<file path="src/rtl/vme_dec_pkg.sv">
package vme_dec_pkg;
  localparam int NUM_SITES  = 4;
  localparam int SLOT_W     = 5;
  localparam int AM_W       = 6;
  localparam int ADDR_HI    = 31;
  localparam int OFSREG_W   = 16;
  localparam int SIZE_W     = 2;
  localparam int SITE_IDX_W = $clog2(NUM_SITES);
  localparam int HALF_OFF_W = 22;

  localparam logic [AM_W-1:0] AM_SHORT_USER = 6'h29;
  localparam logic [AM_W-1:0] AM_SHORT_SUP  = 6'h2D;
  localparam logic [AM_W-1:0] AM_STD_USER   = 6'h39;
  localparam logic [AM_W-1:0] AM_STD_SUP    = 6'h3D;
  localparam logic [AM_W-1:0] AM_CFG_ROM    = 6'h2F;
  localparam logic [AM_W-1:0] AM_EXT_USER   = 6'h09;
  localparam logic [AM_W-1:0] AM_EXT_SUP    = 6'h0D;

  typedef struct packed {
    logic capture;
    logic clear;
  } decStrobe_t;

  typedef struct packed {
    logic [NUM_SITES-1:0]  io;
    logic [NUM_SITES-1:0]  id;
    logic [NUM_SITES-1:0]  mem;
    logic                  regs;
    logic                  dsp;
    logic                  ram;
    logic                  cid;
    logic                  rom;
    logic [HALF_OFF_W-1:0] wordOff;
  } decResult_t;
endpackage

</file>
<file path="src/rtl/vme_dec_ctrl.sv">
module vme_dec_ctrl
  import vme_dec_pkg::*;
(
  input  logic       clk,
  input  logic       rstN,
  input  logic       asN,
  input  logic       iackN,
  output decStrobe_t strobe
);
  logic asPrev;

  always_ff @(posedge clk or negedge rstN) begin
    if (!rstN) asPrev <= 1'b1;
    else       asPrev <= asN;
  end

  // load only on the first low sample; interrupt acknowledge cycles never load
  always_comb begin
    strobe.capture = asPrev & ~asN & iackN;
    strobe.clear   = asN;
  end
endmodule

</file>
<file path="src/rtl/vme_dec_path.sv">
module vme_dec_path
  import vme_dec_pkg::*;
(
  input  logic                 clk,
  input  logic                 rstN,
  input  decStrobe_t           strobe,
  input  logic [ADDR_HI:1]     vmeAddr,
  input  logic [AM_W-1:0]      amCode,
  input  logic                 lwordN,
  input  logic [SLOT_W-1:0]    slotAddr,
  input  logic [OFSREG_W-1:0]  offsetReg,
  input  logic                 memBaseSel,
  input  logic [SIZE_W-1:0]    memSize,
  output decResult_t           held,
  output logic                 claim
);
  logic amShort, amStd, amRom, amMem;
  logic regWinHit, regLocal;
  logic [NUM_SITES-1:0] ioHit, idHit, memSel;
  logic hitRegs, hitDsp, hitRam, hitCid, hitRom;
  logic [4:0]  sizeSh, winBits;
  logic [31:0] addrFull, addrShifted, baseShifted;
  logic ofsHit, slotHit, memHit;
  logic [SITE_IDX_W-1:0] memSite;
  logic [HALF_OFF_W-1:0] memHalf, halfOff;
  decResult_t nxt;

  assign amShort = (amCode == AM_SHORT_USER) || (amCode == AM_SHORT_SUP);
  assign amStd   = (amCode == AM_STD_USER)   || (amCode == AM_STD_SUP);
  assign amRom   = (amCode == AM_CFG_ROM);
  assign amMem   = (amCode == AM_EXT_USER)   || (amCode == AM_EXT_SUP);

  // register window: short and standard spaces share one 2 KB map
  assign regWinHit = (amShort && vmeAddr[15:11] == slotAddr) ||
                     ((amStd || amRom) && vmeAddr[23:19] == slotAddr);
  assign regLocal  = regWinHit && !amRom;

  genvar g;
  generate
    for (g = 0; g < NUM_SITES; g++) begin : g_siteReg
      assign ioHit[g] = regLocal && !vmeAddr[10] &&
                        (vmeAddr[9:8] == SITE_IDX_W'(g)) && !vmeAddr[7];
      assign idHit[g] = regLocal && !vmeAddr[10] &&
                        (vmeAddr[9:8] == SITE_IDX_W'(g)) && vmeAddr[7];
    end
  endgenerate

  assign hitRegs = regLocal && (vmeAddr[10:5] == 6'b100000);
  assign hitDsp  = regLocal && (vmeAddr[10:5] == 6'b100001);
  assign hitRam  = regLocal && (vmeAddr[10:6] == 5'b10001);
  assign hitCid  = regLocal && (vmeAddr[10:7] == 4'b1001);
  assign hitRom  = regWinHit && (vmeAddr[10:9] == 2'b11);

  // memory windows: span of four sites is 4 MB << memSize
  assign sizeSh      = 5'd22 + {3'b000, memSize};
  assign winBits     = 5'd19 + {3'b000, memSize};
  assign addrFull    = {vmeAddr, 1'b0};
  assign addrShifted = addrFull >> sizeSh;
  assign baseShifted = {offsetReg, 16'h0000} >> sizeSh;
  assign ofsHit      = (addrShifted == baseShifted);

  always_comb begin
    case (memSize)
      2'd0, 2'd1: slotHit = (addrShifted[SLOT_W-1:0] == slotAddr) &&
                            (addrShifted[31:SLOT_W] == '0);
      2'd3:       slotHit = (vmeAddr[31:27] == slotAddr) && (vmeAddr[26:25] == 2'b00);
      default:    slotHit = 1'b0;
    endcase
  end

  always_comb begin
    case (memSize)
      2'd0:    memSite = vmeAddr[21:20];
      2'd1:    memSite = vmeAddr[22:21];
      2'd2:    memSite = vmeAddr[23:22];
      default: memSite = vmeAddr[24:23];
    endcase
  end

  assign memHit  = amMem && (memBaseSel ? ofsHit : slotHit);
  assign memHalf = vmeAddr[22:1] & ((HALF_OFF_W'(1) << winBits) - HALF_OFF_W'(1));

  generate
    for (g = 0; g < NUM_SITES; g++) begin : g_siteMem
      assign memSel[g] = memHit && (memSite == SITE_IDX_W'(g));
    end
  endgenerate

  always_comb begin
    halfOff = '0;
    if (memHit)                    halfOff = memHalf;
    else if (|(ioHit | idHit))     halfOff = HALF_OFF_W'(vmeAddr[6:1]);
    else if (hitRegs || hitDsp)    halfOff = HALF_OFF_W'(vmeAddr[4:1]);
    else if (hitRam)               halfOff = HALF_OFF_W'(vmeAddr[5:1]);
    else if (hitCid)               halfOff = HALF_OFF_W'(vmeAddr[6:1]);
    else if (hitRom)               halfOff = HALF_OFF_W'(vmeAddr[8:1]);
  end

  always_comb begin
    nxt.io      = ioHit;
    nxt.id      = idHit;
    nxt.mem     = memSel;
    nxt.regs    = hitRegs;
    nxt.dsp     = hitDsp;
    nxt.ram     = hitRam;
    nxt.cid     = hitCid;
    nxt.rom     = hitRom;
    nxt.wordOff = lwordN ? halfOff : (halfOff >> 1);
  end

  always_ff @(posedge clk or negedge rstN) begin
    if (!rstN) begin
      held  <= '0;
      claim <= 1'b0;
    end else if (strobe.clear) begin
      held  <= '0;
      claim <= 1'b0;
    end else if (strobe.capture) begin
      held  <= nxt;
      claim <= |{ioHit, idHit, memSel, hitRegs, hitDsp, hitRam, hitCid, hitRom};
    end
  end
endmodule

</file>
<file path="src/rtl/vmeSlaveDecode.sv">
module vmeSlaveDecode
  import vme_dec_pkg::*;
(
  input  logic                  clk,
  input  logic                  rstN,
  input  logic                  asN,
  input  logic                  iackN,
  input  logic                  lwordN,
  input  logic [AM_W-1:0]       amCode,
  input  logic [ADDR_HI:1]      vmeAddr,
  input  logic [SLOT_W-1:0]     slotAddr,
  input  logic [OFSREG_W-1:0]   offsetReg,
  input  logic                  memBaseSel,
  input  logic [SIZE_W-1:0]     memSize,
  output logic [NUM_SITES-1:0]  selIo,
  output logic [NUM_SITES-1:0]  selId,
  output logic [NUM_SITES-1:0]  selMem,
  output logic                  selRegs,
  output logic                  selDsp,
  output logic                  selRam,
  output logic                  selCarrierId,
  output logic                  selCfgRom,
  output logic [HALF_OFF_W-1:0] wordOff,
  output logic                  claim
);
  decStrobe_t strobe;
  decResult_t held;

  vme_dec_ctrl ctrl_i (
    .clk(clk), .rstN(rstN), .asN(asN), .iackN(iackN), .strobe(strobe)
  );

  vme_dec_path path_i (
    .clk(clk), .rstN(rstN), .strobe(strobe), .vmeAddr(vmeAddr), .amCode(amCode),
    .lwordN(lwordN), .slotAddr(slotAddr), .offsetReg(offsetReg),
    .memBaseSel(memBaseSel), .memSize(memSize), .held(held), .claim(claim)
  );

  assign selIo        = held.io;
  assign selId        = held.id;
  assign selMem       = held.mem;
  assign selRegs      = held.regs;
  assign selDsp       = held.dsp;
  assign selRam       = held.ram;
  assign selCarrierId = held.cid;
  assign selCfgRom    = held.rom;
  assign wordOff      = held.wordOff;
endmodule

</file>
<file path="config.mk">
export PLATFORM = sky130hd
export DESIGN_NAME = vmeSlaveDecode
export DESIGN_NICKNAME = d
export VERILOG_FILES = /design/src/rtl/vme_dec_pkg.sv /design/src/rtl/vme_dec_ctrl.sv /design/src/rtl/vme_dec_path.sv /design/src/rtl/vmeSlaveDecode.sv
export SDC_FILE = /design/constraint.sdc
export NUM_CORES = 1
export LEC_CHECK = 0
export BUFFER_PORTS_ARGS = -buffer_cell sky130_fd_sc_hd__buf_2
export CELL_PAD_IN_SITES_DETAIL_PLACEMENT = 1
export CELL_PAD_IN_SITES_GLOBAL_PLACEMENT = 2
export CORE_MARGIN = 2
export CORE_UTILIZATION = 26
export DETAILED_ROUTE_END_ITERATION = 16
export PLACE_DENSITY = 0.73
export SETUP_SLACK_MARGIN = 0.4
export SYNTH_ARGS = -nofsm -noshare
export SYNTH_HDL_FRONTEND = slang
export SYNTH_SLANG_ARGS = --single-unit
</file>
<file path="constraint.sdc">
create_clock -name clk -period 1.6 [get_ports clk]
set_clock_uncertainty 0.05 [all_clocks]
set_input_delay 0.16 -clock clk [delete_from_list [all_inputs] [get_ports clk]]
set_output_delay 0.16 -clock clk [all_outputs]
set_load 0.03 [all_outputs]
</file>
Yosys cells after proc, flatten, opt, wreduce, memory -nomap -nowiden

Index checks and enable logic that the tools add are counted.

Flip-flop bits (word level): 41
Bits of input ports: 66

Shift operators: 3
Reductions and logical operators: 46
Muxes and demuxes: 14
Bitwise operators: 5
Equal/unequal tests: 26
Add/sub/neg operators: 3

Operators by type and width:

| cell                    | count |
|---|---|
| $mux W22                | 6 |
| $mux W39                | 2 |
| $shr A32 B5 Y32         | 2 |
| $eq A6 B6 Y1 const B    | 7 |
| $eq A32 B32 Y1          | 1 |
| $logic_and A1 B1 Y1     | 28 |
| $logic_not A27 Y1       | 1 |
| $and A22 B22 Y22        | 1 |
| $shl A1 B5 Y22 const A  | 1 |
| $sub A22 B1 Y22 const B | 1 |
| $eq A5 B5 Y1            | 4 |
| $reduce_or A17 Y1       | 1 |
| $eq A2 B2 Y1 const B    | 7 |
| $eq A6 B4 Y1 const B    | 2 |
| $add A5 B2 Y5 const A   | 2 |
| $logic_not A2 Y1        | 4 |
| $mux W8                 | 1 |
| $eq A2 B1 Y1 const B    | 3 |
| $logic_or A1 B1 Y1      | 6 |
| $pmux W2 S3             | 1 |
| $eq A5 B5 Y1 const B    | 1 |
| $eq A4 B4 Y1 const B    | 1 |
| $or A4 B4 Y4            | 1 |
| $reduce_or A4 Y1        | 1 |
| other kinds (7)         | 12 |

Depth between registers and ports, before layout

Gate-level depths: netlist of run 1.

Depth in word-level cells: 16
Gate-level depth with buffers: 10
Mapped depth without buffers: 7

By module

From an unflattened synthesis of run 1, not the netlist that was laid out.

Cells, all modules: 309
Area total of the unflattened synthesis: 2895.3 um2

Modules (own cells, without submodules):

| module       | area each (um2) | cells each | sequential area each (um2) | times used |
|---|---|---|---|---|
| vme_dec_path | 2852.7          | 306        | 1001.0                     | 1 |
| vme_dec_ctrl | 42.5            | 3          | 26.3                       | 1 |

Worst setup path after synthesis of run 1

No wires, ideal clock.

Path kind: input to register
Start point: input port memSize[0]
End point: register path_i.held[17] (netlist name)
Buffers on the path: 1
Data arrival time: 1.999 ns
Cell stages on the path: 8
Required time: 1.476 ns
Path slack: -0.523 ns
Cell sequence: mux4_1 > xor2_1 > nor4_2 > o211ai_1 > o31ai_4 > nand2_4 > buf_6 > o21ai_2

Word-level cells in the longest chain between the ends: 11
Elaborated cells on any way between the ends: 22
Those cells by class: 3 x add/sub; 4 x eq/ne; 3 x shift; 6 x mux; 1 x bitwise; 5 x reduce/logical

Ends and longest elaborated chain:

| what                                              | RTL line                               | source |
|---|---|---|
| start, declared                                   | vmeSlaveDecode.sv:14                   | `input logic [SIZE_W-1:0] memSize,` |
| $add A5 B2 Y5                                     | vme_dec_path.sv:55                     | `assign sizeSh = 5'd22 + {3'b000, memSize};` |
| $shr A32 B5 Y32                                   | vme_dec_path.sv:58                     | `assign addrShifted = addrFull >> sizeSh;` |
| $logic_not A27 Y1 or $eq A5 B5 Y1 (tied branches) | vme_dec_path.sv:65, vme_dec_path.sv:64 |  |
| $logic_and A1 B1 Y1                               | vme_dec_path.sv:64                     | `2'd0, 2'd1: slotHit = (addrShifted[SLOT_W-1:0] == slotAddr) &&` |
| $pmux W1 S2                                       | vme_dec_path.sv:63                     | `case (memSize)` |
| $mux W1                                           | vme_dec_path.sv:80                     | `assign memHit = amMem && (memBaseSel ? ofsHit : slotHit);` |
| $logic_and A1 B1 Y1                               | vme_dec_path.sv:80                     |  |
| $mux W22 (*)                                      | vme_dec_path.sv:91                     | `if (memHit) halfOff = memHalf;` |
| $mux W22 (*)                                      | vme_dec_path.sv:108                    | `nxt.wordOff = lwordN ? halfOff : (halfOff >> 1);` |
| $mux W39 (*)                                      | vme_dec_path.sv:118                    | `end else if (strobe.capture) begin` |
| $mux W39 (*)                                      | vme_dec_path.sv:115                    | `end else if (strobe.clear) begin` |

Every way passes the cells marked *; elsewhere a longest branch is shown, timed or not. The select of a mux whose other input is x is not followed.
A chain may end at the register's enable or synchronous reset.

Worst setup path after layout of run 1

Start point: input port memSize[0]
End point: register path_i.held[3] (netlist name)

Word-level cells in the longest chain between the ends: 11
Elaborated cells on any way between the ends: 22
Those cells by class: 3 x add/sub; 4 x eq/ne; 3 x shift; 6 x mux; 1 x bitwise; 5 x reduce/logical

Ends and longest elaborated chain:

| what                                              | RTL line |
|---|---|
| $add A5 B2 Y5                                     | vme_dec_path.sv:55 |
| $shr A32 B5 Y32                                   | vme_dec_path.sv:58 |
| $logic_not A27 Y1 or $eq A5 B5 Y1 (tied branches) | vme_dec_path.sv:65, vme_dec_path.sv:64 |
| $logic_and A1 B1 Y1                               | vme_dec_path.sv:64 |
| $pmux W1 S2                                       | vme_dec_path.sv:63 |
| $mux W1                                           | vme_dec_path.sv:80 |
| $logic_and A1 B1 Y1                               | vme_dec_path.sv:80 |
| $mux W22 (*)                                      | vme_dec_path.sv:91 |
| $mux W22 (*)                                      | vme_dec_path.sv:108 |
| $mux W39 (*)                                      | vme_dec_path.sv:118 |
| $mux W39 (*)                                      | vme_dec_path.sv:115 |

Marks and branches as above.

==> reports/qor.yml, run 1 <==
synthesis:
  synth_warnings: 0
  synth.top_cells.by_area: "dfrtp_1, nand2_1, mux2i_1, xnor2_1, o21ai_0"
  ys_seq_area_share_pct: 35.96
  synth_cell_type_count: 58
  netlist_area_um2: 2856
  yosysTopAreaCellShare_pct: 35.04
  ys_async_sr_fraction_pct: 100.0
  synthTopCellsByCount: "nand2_1, dfrtp_1, o21ai_0"
  syn_avg_cell_area_um2: 9.366
  synth_cells: 305
  yosysMostFrequentCell: "nand2_1"
  ys.flop_type: "dfrtp_1"
  synth_top_area_cell: "dfrtp_1"
  ys_ff_latch: 41
  synth-edff-count: 0
flow_run:
  maxCapViolations: 0
power:
  pwr-share-comb_pct: 29.5
  p_int_mw: 1.675
  power_density_nw_per_um2: 535.5
  clock_power_share_pct: 27.8
  power.share.switching_pct: 31.24
  ir_drop_uv: 297.7
  p_sw_mw: 0.7608
  finalPower_mw: 2.436
  total_leakage_power_nw: 2.141
  power_frac_seq_pct: 42.7
grt:
  antenna_found_initial: 0
  grt_pass1_wl_um: 16290
  grt_max_degree: 22
  first_global_vias: 3182
  grt-ovfl-total: 0
  grt_usage_pct: 17.62
place:
  dp_hpwl_um: 7783
  dpl_worst_slack_ns: -0.8917
  placement.io_buffers: 99
  dp_cells: 592
  gp_congestion: 0.8052
clocking:
  cts_made_buffers: 5
  cts_sinks: 41
  cts_tree: "done"
  h-tree-depth: 2
  clkLatencyLatePin_ns: 0.30
  ctsRootBufferMaster: "clkbuf_8"
  cts_buffer_depth: 2
  clkSlewWorstSetupHoldPaths_ns: 0.08
worst_setup_path:
  reg2reg_to: "path_i.held[3]$_DFFE_PN0P_"
  r2r_start: "ctrl_i.asPrev$_DFF_PN1_"
  start_kind: "primary input"
  worstPathRequired_ns: 1.75
  crit_path_end_kind: "register"
  r2r_cells: 6
  endpoint: "path_i.held[3]$_DFFE_PN0P_"
  arrival_ns: 2.15
  path_class: "primary input to register"
  cp_max_fo: 7
  startpoint: "memSize[0]"
  r2r_setup_slack_ns: 0.09
die:
  die_area_um2: 11840
  start_util_pct: 26.47
  fp.dieW_um: 108.8
  num_io_pins: 106
  rows: 38
  coreArea_um2: 10790
  die_h_um: 108.8
finish:
  post-route-util_pct: 42.14
  syn2layout_area_growth_pct: 59.22
  antenna_cells: 0
  drive_above_1_share_pct: 52.31
  stdcell_count: 616
  nets: 542
sta:
  setup_viol: 27
  final.min_clock_period_ns: 1.999
  slew_violations: 0
  relSlewSlack_pct: 56.58
  fin_ws_ns: -0.3994
  finalSetupTns_ns: -9.101
  tightest_slew_ns: 0.6444
  rsz0062_at_grt: "true"
  hold_viol_final: 0
  post-route-period-util_pct: 125.0
  clock.fmax_ghz: 0.5001
status:
  status: "finished, violations left"
  violations: "negative setup slack"
worst_hold_path:
  hp-start: "asN"
  hold_path.class: "primary input to register"
drt:
  via_per_inst: 4.982
  wl_per_cell_um: 17.12
  drt_iter0_markers: 79
  vias: 3069
  first_pass_iters: 4
  totalWireLength_um: 10550
  drc: 0
  ant_nets: 0
-- cell type report --
type                       instances  area (um2)
tap                              140       175.2
inverter                           5       18.77
sequential                        41        1027
timing repair buffer             174        1154
fill                            1268        6245
multi-input combinational        248        2091
clock inverter                     2       10.01
clock buffer                       6       72.57
-- registers in the layout, summed over array words and instances, names as in the netlist --
name / flops
ctrl_i.asPrev: 1
path_i.claim: 1
path_i.held: 39
-- worst min-delay path by stage --
| stage | endpoint | slack [ns] | cells past startpoint |
|---|---|---|---|
| 2_1_floorplan | path_i.claim$_DFFE_PN0P_ | -0.19 | 0 |
| 3_3_place_gp | path_i.held[1]$_DFFE_PN0P_ | 0.09 | 1 |
| 3_5_place_dp | path_i.held[1]$_DFFE_PN0P_ | 0.1 | 1 |
| 4_1_cts | ctrl_i.asPrev$_DFF_PN1_ | 0.02 | 1 |
| 5_1_grt | ctrl_i.asPrev$_DFF_PN1_ | 0.05 | 1 |
| 6_report | ctrl_i.asPrev$_DFF_PN1_ | 0.05 | 1 |
-- worst max-delay path, cell delays in order --
cell	delay, ns
buf_12	0.09
mux4_2	0.50
xor2_1	0.18
nor4_2	0.20
o211ai_1	0.17
o31ai_4	0.36
buf_6	0.20
a211oi_2	0.04
o31ai_1	0.24
-- power by group through the flow --
stage	clock network, mW	logic (mW)	registers, mW
2_1_floorplan	0	0.300	1.06
3_3_place_gp	0	0.604	1.06
3_5_place_dp	0	0.619	1.06
4_1_cts	0.693	0.672	1.04
5_1_grt	0.728	0.779	1.04
6_report	0.677	0.719	1.04
-- kinds of logic (layout without fill, tap and decap cells) --
| logic type | count (synthesis) | after routing | synth area share [%] |
|---|---|---|---|
| adder cells (fa/ha/maj) | 1 | 1 | 0.4380 |
| AO/OA/AOI/OAI | 74 | 78 | 18.66 |
| XOR/XNOR | 30 | 30 | 9.198 |
| AND/OR/NAND/NOR | 108 | 109 | 18.70 |
| multiplexers | 28 | 28 | 13.40 |
| flip-flops | 41 | 41 | 35.96 |
| other | 1 | 2 | 0.1313 |
| buffers and inverters | 22 | 187 | 3.504 |
-- metal layers --
layer	global-route usage (%)	wire length, um	vias up
met5	0	0	-
met4	4.121	108	0
met3	2.152	447	12
met2	32.54	5546	82
met1	21.77	4443	1523
li1	-	-	1452
-- what timing repair did --
| action | 4_1_cts | 5_1_grt |
|---|---|---|
| pin swaps | 24 | 22 |
| resized for setup | 42 | 45 |
| hold endpoints to repair | 19 | 0 |
| cloned | 3 | 2 |
| endpoints found under the setup margin | 40 | 40 |
| setup buffers | 9 | 1 |
| hold buffers | 1 | 0 |
-- per-stage QoR --
step	instance area (um2)	hold slack [ns]
2_1_floorplan	2893	-0.1856
3_3_place_gp	3958	0.08921
3_5_place_dp	3958	0.09977
4_1_cts	4315	0.02090
5_1_grt	4548	0.04640
6_report	4548	0.04811
-- layout by cell type (no fill, tap or decap), types with 9 or more instances in the layout --
cell type and n:
nor2_1 10, xnor2_1 17, nand2_1 47, o21ai_2 16, mux2i_1 18, buf_2 94, dfrtp_1 40, buf_6 16
buf_4 61, nor2_4 9
Power figures use the tool's default switching activity.
==> inputs of run 2 (changes only) <==
--- a/config.mk
+++ b/config.mk
@@ -10,6 +10,7 @@
 export CELL_PAD_IN_SITES_GLOBAL_PLACEMENT = 2
 export CORE_MARGIN = 2
 export CORE_UTILIZATION = 26
+export CTS_BUF_LIST = sky130_fd_sc_hd__clkbuf_16
 export DETAILED_ROUTE_END_ITERATION = 16
 export PLACE_DENSITY = 0.73
 export SETUP_SLACK_MARGIN = 0.4
==> run 2 against run 1 <==
The flow still finishes with violations (negative setup slack). Sequential share of layout area down 0.23 points. Critical path depth did not move. Clock-buffer cell count shrank 1. Global-route usage is 0.26 points higher. Clock power rose by 44%. Die area did not move. Register-to-register slack is essentially flat. Combinational power down 1%. Routed wire length increased by 2.4%. Critical endpoint is now path_i.held[4]$_DFFE_PN0P_. Largest cell class unchanged. Largest power group unchanged.
==> reports/qor.yml, run 2 (synthesis gave the netlist of run 1 again) <==
worst_setup_path:
  arrival_ns: 2.16  # was 2.15 ns
  path_class: "primary input to register"  # unchanged
  crit_path_end_kind: "register"  # unchanged
  max_stage_delay_ns: 0.52  # was 0.50 ns
  crit_chain: "buf_2 > mux4_2 > xor2_1 > nor2_1 > a41oi_2 > o31ai_4 > buf_6 > o311ai_1 > o311ai_2"  # was buf_12 > mux4_2 > xor2_1 > nor4_2 > o211ai_1 > o31ai_4 > buf_6 > a211oi_2 > o31ai_1
  start_kind: "primary input"  # unchanged
  critPathBufInv: 2  # unchanged
  crit_slowest_cell: "mux4_2"  # unchanged
  crit_family: "compound AO/OA/AOI/OAI gates"  # unchanged
  cp_max_fo: 7  # unchanged
  worstPathRequired_ns: 1.69  # was 1.75 ns
sta:
  slew_violations: 0  # unchanged
  rsz0062_at_grt: "true"  # unchanged
  final.min_clock_period_ns: 2.074  # was 1.999 ns
  whs_ns: 0.05386  # was 0.04811 ns
  post-route-period-util_pct: 129.6  # was 125.0%
  relSlewSlack_pct: 53.56  # was 56.58%
  hold_viol_final: 0  # unchanged
  finalSetupTns_ns: -10.05  # was -9.101 ns
  clock.fmax_ghz: 0.4822  # was 0.5001 GHz
  fin_ws_ns: -0.4738  # was -0.3994 ns
  setup_viol: 27  # unchanged
  tightest_slew_ns: 0.6894  # was 0.6444 ns
finish:
  biggestRegsByFlops: "path_i.held x39, ctrl_i.asPrev x1, path_i.claim x1"  # unchanged
  top_register: "path_i.held"  # unchanged
  stdcell_count: 618  # was 616
  antenna_cells: 0  # unchanged
  drive_above_1_share_pct: 52.30  # was 52.31%
  nFillCells: 1282  # was 1268
  largest_register_ffs: 39  # unchanged
  post-route-util_pct: 42.57  # was 42.14%
  final_common_cell: "buf_2"  # unchanged
  syn2layout_area_growth_pct: 60.84  # was 59.22%
  mostFrequentLayoutCells: "buf_2, buf_4, nand2_1, dfrtp_1"  # was buf_2, buf_4, nand2_1, dfrtp_1, mux2i_1
  nets: 544  # was 542
drt:
  drt_iter0_markers: 84  # was 79
  first_pass_iters: 4  # unchanged
  vias: 3069  # unchanged
  wl_per_cell_um: 17.48  # was 17.12 um
  drc: 0  # unchanged
  via_per_inst: 4.966  # was 4.982
  totalWireLength_um: 10800  # was 10550 um
  ant_nets: 0  # unchanged
die:
  rows: 38  # unchanged
  die_area_um2: 11840  # unchanged
  coreArea_um2: 10790  # unchanged
  fp.dieW_um: 108.8  # unchanged
  start_util_pct: 26.47  # unchanged
  die_h_um: 108.8  # unchanged
  num_io_pins: 106  # unchanged
grt:
  grt-ovfl-total: 0  # unchanged
  antenna_found_initial: 0  # unchanged
  grt_max_degree: 22  # unchanged
  grt_pass1_wl_um: 16430  # was 16290 um
  grt_usage_pct: 17.89  # was 17.62%
  first_global_vias: 3211  # was 3182
power:
  power_density_nw_per_um2: 593.3  # was 535.5 nW/um2
  ir_drop_uv: 369.7  # was 297.7 uV
  total_leakage_power_nw: 2.159  # was 2.141 nW
place:
  dp_hpwl_um: 7783  # unchanged
  dp_cells: 592  # unchanged
  dpl_worst_slack_ns: -0.8917  # unchanged
  gp_congestion: 0.8052  # unchanged
  placement.io_buffers: 99  # unchanged
clocking:
  cts_buffer_depth: 2  # unchanged
  h-tree-depth: 2  # unchanged
  cts_tree: "done"  # unchanged
  clkLatencyLatePin_ns: 0.28  # was 0.30 ns
  cts_sinks: 41  # unchanged
  ctsRootBufferMaster: "clkbuf_16"  # was clkbuf_8
  cts_made_buffers: 5  # unchanged
  clkSlewWorstSetupHoldPaths_ns: 0.06  # was 0.08 ns
worst_hold_path:
  hold_path.class: "primary input to register"  # unchanged
status:
  status: "finished, violations left"  # unchanged
  violations: "negative setup slack"  # unchanged
flow_run:
  maxCapViolations: 0  # unchanged
-- run 2: changes by cell type in the layout (fill, tap and decap cells not counted), sizes merged --
cell    before  now
buf        173  176
a21oi        9    8
clkbuf       6    5
inv          5    6
-- run 2: final timing paths --
kind	end	slack [ns]	cells past startpoint	from
setup / recovery	path_i.held[4]$_DFFE_PN0P_	-0.47	9	memSize[1]
min in group asynchronous	path_i.held[1]$_DFFE_PN0P_	0.33	2	rstN
hold reg to reg	path_i.held[31]$_DFFE_PN0P_	0.43	2	path_i.held[31]$_DFFE_PN0P_
setup reg to reg	path_i.held[18]$_DFFE_PN0P_	0.08	7	ctrl_i.asPrev$_DFF_PN1_
hold / removal	ctrl_i.asPrev$_DFF_PN1_	0.05	1	asN
max in group asynchronous	ctrl_i.asPrev$_DFF_PN1_	0.56	3	rstN
-- run 2: layer usage --
| layer | GRT usage [%] | wire length [um] |
|---|---|---|
| met5 | 0 | 0 |
| met4 | 5.495 | 157 |
| met3 | 1.853 | 417 |
| met2 | 33.35 | 5709 |
| met1 | 21.50 | 4516 |
-- run 2: repair_timing --
action | CTS | global route
hold buffers | 1 | 0
setup buffers | 8 | 5
cloned | 3 | 1
resized for setup | 37 | 50
endpoints found under the hold margin | 19 | 0
endpoints found under the setup margin | 40 | 40
pin swaps | 22 | 25
-- run 2: area by class of cell --
cell class	instances	area [um2]	share of cell area (%)
timing repair buffer	177	1180	25.68
multi-input combinational	247	2054	44.72
clock inverter	3	13.76	0.2996
sequential	41	1027	22.36
tap	140	175.2	3.813
clock buffer	5	125.1	2.723
inverter	5	18.77	0.4085
-- run 2: report_power, final --
| group | total, mW | internal [mW] | switching, mW |
|---|---|---|---|
| registers | 1.04 | 1.04 | 0.00175 |
| clock network | 0.973 | 0.567 | 0.406 |
| logic | 0.712 | 0.329 | 0.383 |
| total | 2.73 | 1.93 | 0.791 |
-- run 2: metrics by stage --
step | power [mW] | cell area (um2)
after floorplan | 1.359 | 2893
after global placement | 1.663 | 3958
after detailed placement | 1.679 | 3958
after CTS | 2.692 | 4329
after global routing | 2.834 | 4594
final | 2.726 | 4594
==> inputs of run 3 (changes only) <==
--- a/config.mk
+++ b/config.mk
@@ -9,11 +9,12 @@
 export CELL_PAD_IN_SITES_DETAIL_PLACEMENT = 1
 export CELL_PAD_IN_SITES_GLOBAL_PLACEMENT = 2
 export CORE_MARGIN = 2
-export CORE_UTILIZATION = 26
+export CORE_UTILIZATION = 29
 export CTS_BUF_LIST = sky130_fd_sc_hd__clkbuf_16
 export DETAILED_ROUTE_END_ITERATION = 16
-export PLACE_DENSITY = 0.73
+export PLACE_DENSITY = 0.77
 export SETUP_SLACK_MARGIN = 0.4
 export SYNTH_ARGS = -nofsm -noshare
 export SYNTH_HDL_FRONTEND = slang
+export SYNTH_HIERARCHICAL = 1
 export SYNTH_SLANG_ARGS = --single-unit
==> constraint.sdc (replaced) <==
create_clock -name clk -period 2 [get_ports clk]
set_clock_uncertainty 0.05 [all_clocks]
set_input_delay 0.2 -clock clk [delete_from_list [all_inputs] [get_ports clk]]
set_output_delay 0.2 -clock clk [all_outputs]
set_load 0.03 [all_outputs]
==> run 3 against run 2 <==
The flow still finishes with violations (negative setup slack). Critical path depth up 3. Routed wire length up 2.4%. Critical endpoint is now path_i/held[1]$_DFFE_PN0P_. Clock power down 23%. Utilization up 6.0 points. Combinational power down 9.8%. Cell area up 2.8%. Final cell count down 3.6%. Die area down 8.8%. Synthesized area up 1.4%. Setup slack better by 0.43 ns. Sequential power down 20%. Register-to-register slack better by 0.34 ns.
==> reports/qor.yml, run 3 <==
status:
  status: "finished, violations left"  # unchanged
  violations: "negative setup slack"  # unchanged
synthesis:
  ys.flop_type: "dfrtp_1"  # unchanged
  synth_top_area_cell: "dfrtp_1"  # unchanged
  ys_ff_latch: 41  # unchanged
  synth_fa_ha_area_share_pct: 0.4322  # was 0.4380%
  synth-edff-count: 0  # unchanged
  netlist_area_um2: 2895  # was 2856 um2
  synth_top_family_by_area: "simple AND/OR/NAND/NOR gates"  # unchanged
  synth_compound_area_share_pct: 14.95  # was 18.66%
  synth.top_cells.by_area: "dfrtp_1, mux2i_1, nand2_1, xnor2_1, xor2_1"  # was dfrtp_1, nand2_1, mux2i_1, xnor2_1, o21ai_0
  ys_async_sr_fraction_pct: 100.0  # unchanged
  synthTopCellsByCount: "nand2_1, dfrtp_1, o21ai_0"  # unchanged
  yosysMostFrequentCell: "nand2_1"  # unchanged
  synth_cell_type_count: 51  # was 58
  ys_seq_area_share_pct: 35.48  # was 35.96%
  yosysTopAreaCellShare_pct: 34.57  # was 35.04%
  synth_mux_area_share_pct: 15.82  # was 13.40%
  synthSimpleGateAreaFrac_pct: 18.41  # was 18.70%
  synth_xor_area_share_pct: 9.680  # was 9.198%
  synth_cells: 309  # was 305
  synth_warnings: 6  # was 0
  syn_avg_cell_area_um2: 9.370  # was 9.366 um2
worst_hold_path:
  hold_path.class: "primary input to register"  # unchanged
  hold_path_end: "ctrl_i/asPrev$_DFF_PN1_"  # was ctrl_i.asPrev$_DFF_PN1_
  hp-start: "asN"  # unchanged
  hold_path_depth: 1  # unchanged
flow_run:
  maxCapViolations: 0  # unchanged
clocking:
  clkSlewWorstSetupHoldPaths_ns: 0.06  # about the same
  h-tree-depth: 2  # unchanged
  clkLatencyLatePin_ns: 0.28  # about the same
  cts_tree: "done"  # unchanged
  cts_sinks: 41  # unchanged
  cts_buffer_depth: 2  # unchanged
  ctsRootBufferMaster: "clkbuf_16"  # unchanged
  cts_made_buffers: 5  # unchanged
finish:
  mostFrequentLayoutCells: "buf_2, buf_4, nand2_1, dfrtp_1, buf_6"  # was buf_2, buf_4, nand2_1, dfrtp_1
  multiInputGateArea_um2: 2122  # was 2054 um2
  nets: 529  # was 544
  syn2layout_area_growth_pct: 63.09  # was 60.84%
  top_register: "path_i/held"  # was path_i.held
  largest_register_ffs: 39  # unchanged
  stdcell_count: 596  # was 618
  final_common_cell: "buf_2"  # unchanged
  antenna_cells: 0  # unchanged
  drive_above_1_share_pct: 53.56  # was 52.30%
  seqCellArea_um2: 1027  # unchanged
  biggestRegsByFlops: "path_i/held x39, ctrl_i/asPrev x1, path_i/claim x1"  # was path_i.held x39, ctrl_i.asPrev x1, path_i.claim x1
  nFillCells: 1127  # was 1282
  post-route-util_pct: 48.53  # was 42.57%
  design_area_um2: 4722  # was 4594 um2
sta:
  post-route-period-util_pct: 102.4
  setup_viol: 6  # was 27
  hold_viol_final: 0  # unchanged
  relSlewSlack_pct: 64.19  # was 53.56%
  final.min_clock_period_ns: 2.048
  clock.fmax_ghz: 0.4882
  rsz0062_at_grt: "true"  # unchanged
  slew_violations: 0  # unchanged
  tightest_slew_ns: 0.5371  # was 0.6894 ns
  fin_ws_ns: -0.04825  # was -0.4738 ns
die:
  die_area_um2: 10800  # was 11840 um2
  num_io_pins: 106  # unchanged
  start_util_pct: 29.76  # was 26.47%
  rows: 36  # was 38
  fp.dieW_um: 103.9  # was 108.8 um
  coreArea_um2: 9729  # was 10790 um2
  die_h_um: 103.9  # was 108.8 um
drt:
  totalWireLength_um: 11060  # was 10800 um
  drc: 0  # unchanged
  wl_per_cell_um: 18.56  # was 17.48 um
  drt_iter0_markers: 119  # was 84
  via_per_inst: 5.087  # was 4.966
  vias: 3032  # was 3069
  first_pass_iters: 4  # unchanged
  ant_nets: 0  # unchanged
place:
  gp_congestion: 0.8527  # was 0.8052
  dp_hpwl_um: 7853  # was 7783 um
  dp_cells: 572  # was 592
  dpl_cell_area_um2: 3880  # was 3958 um2
  placement.io_buffers: 99  # unchanged
grt:
  grt_usage_pct: 20.34  # was 17.89%
  grt_max_degree: 42  # was 22
  grt_pass1_wl_um: 17780  # was 16430 um
  first_global_vias: 3357  # was 3211
  antenna_found_initial: 1  # was 0
  grt-ovfl-total: 0  # unchanged
worst_setup_path:
  r2r_start: "ctrl_i/asPrev$_DFF_PN1_"  # was ctrl_i.asPrev$_DFF_PN1_
  max_stage_delay_ns: 0.25  # was 0.52 ns
  crit_path_end_kind: "register"  # unchanged
  crit_chain: "buf_12 > buf_8 > nor2b_4 > and3b_1 > nor4_2 > mux2i_1 > nand4_1 > a21oi_4 > buf_12 > buf_16 > or2_4 > a32o_1"  # was buf_2 > mux4_2 > xor2_1 > nor2_1 > a41oi_2 > o31ai_4 > buf_6 > o311ai_1 > o311ai_2
  crit_family: "simple AND/OR/NAND/NOR gates"  # was compound AO/OA/AOI/OAI gates
  cp_max_fo: 6  # was 7
  crit_slowest_cell: "nor4_2"  # was mux4_2
  start_kind: "primary input"  # unchanged
  path_class: "primary input to register"  # unchanged
  r2r_cells: 5  # was 7
  crit_path_frequent_cell: "buf_12"
  r2r_setup_slack_ns: 0.42  # was 0.08 ns
  worstPathRequired_ns: 2.12  # was 1.69 ns
  arrival_ns: 2.16  # about the same
  reg2reg_to: "path_i/held[37]$_DFFE_PN0P_"  # was path_i.held[18]$_DFFE_PN0P_
  critPathBufInv: 4  # was 2
power:
  total_leakage_power_nw: 2.291  # was 2.159 nW
  power_density_nw_per_um2: 472.0  # was 593.3 nW/um2
  finalPower_mw: 2.229  # was 2.726 mW
  ir_drop_uv: 397.2  # was 369.7 uV
-- run 3: cell count changes in the layout (fill, tap and decap cells not counted), moves of 5 or more --
| cell | delta |
|---|---|
| a32o_1 | +6 |
| buf_4 | -18 |
| buf_6 | +6 |
| xnor2_1 | -5 |
| o31ai_4 | -6 |
| nor2_1 | +6 |
| o21ai_2 | -6 |
| nor2_4 | -7 |
| nand2_1 | -6 |
| o21ai_1 | -6 |
| buf_2 | -9 |
-- run 3: cell families (layout without fill, tap and decap cells) --
group | after synthesis | in the layout
flops | 41 | 41
buf+inv | 27 | 179
compound gates | 62 | 62
mux | 35 | 35
simple gates | 110 | 111
xor+xnor | 32 | 32
other cells | 1 | 2
fa+ha+maj | 1 | 1
-- run 3: repair_timing --
action / CTS / global route
resized for setup: 54 / 74
cloned: 2 / 2
endpoints found under the hold margin: 40 / 0
hold buffers: 1 / 0
buffers inserted: 6 / 5
pin swaps: 22 / 30
endpoints found under the setup margin: 39 / 39
-- run 3: per-stage QoR --
step                TNS, ns  worst slack, ns  hold WS (ns)
floorplan           -0.2509         -0.04126       -0.1456
global placement     -11.83          -0.4675        0.2452
detailed placement   -15.87          -0.6672        0.2644
CTS                 -0.7108         -0.07364       0.04385
global route        -0.9036          -0.1039       0.05690
finish              -0.1349         -0.04825       0.05836
-- run 3: report_power, final --
group	internal, mW	switching (mW)	leakage [nW]
registers	0.835	0.00219	0.569
logic	0.311	0.331	1.65
clock network	0.448	0.302	0.0776
total	1.59	0.635	2.29
-- run 3: final cells by class --
class                   count  share of cell area (%)
repair buffers            165                   26.42
inverters                   6                  0.4769
well taps                 133                   3.524
multi-input cells         243                   44.94
flip-flops and latches     41                   21.75
clock inverters             3                  0.2385
clock buffers               5                   2.650
-- run 3: worst register-to-register path, cell delays in order (launching register included) --
cell and delay, ns:
dfstp_2 0.51, and3b_2 0.21, buf_6 0.16, nor2_2 0.05, buf_4 0.22, a22o_1 0.26
-- run 3: layer usage --
metal / GRT usage, % / vias up / routed length (um)
met3: 3.383 / 13 / 331
met2: 34.35 / 61 / 5525
li1: - / 1423 / -
met4: 4.826 / 2 / 124
met1: 27.25 / 1533 / 5069
met5: 0 / - / 11
-- run 3: worst max-delay path by stage --
stage          slack (ns)  startpoint                     endpoint  depth (start not counted)
3_3_place_gp        -0.47  memSize[0]   path_i/held[5]$_DFFE_PN0P_                         11
3_5_place_dp        -0.67  memSize[0]  path_i/held[14]$_DFFE_PN0P_                         12
5_1_grt             -0.10  memSize[0]   path_i/held[1]$_DFFE_PN0P_                         12
4_1_cts             -0.07  memSize[0]  path_i/held[30]$_DFFE_PN0P_                         10
6_report            -0.05  memSize[0]   path_i/held[1]$_DFFE_PN0P_                         12
2_1_floorplan       -0.04  memSize[0]  path_i/held[28]$_DFFE_PN0P_                         10
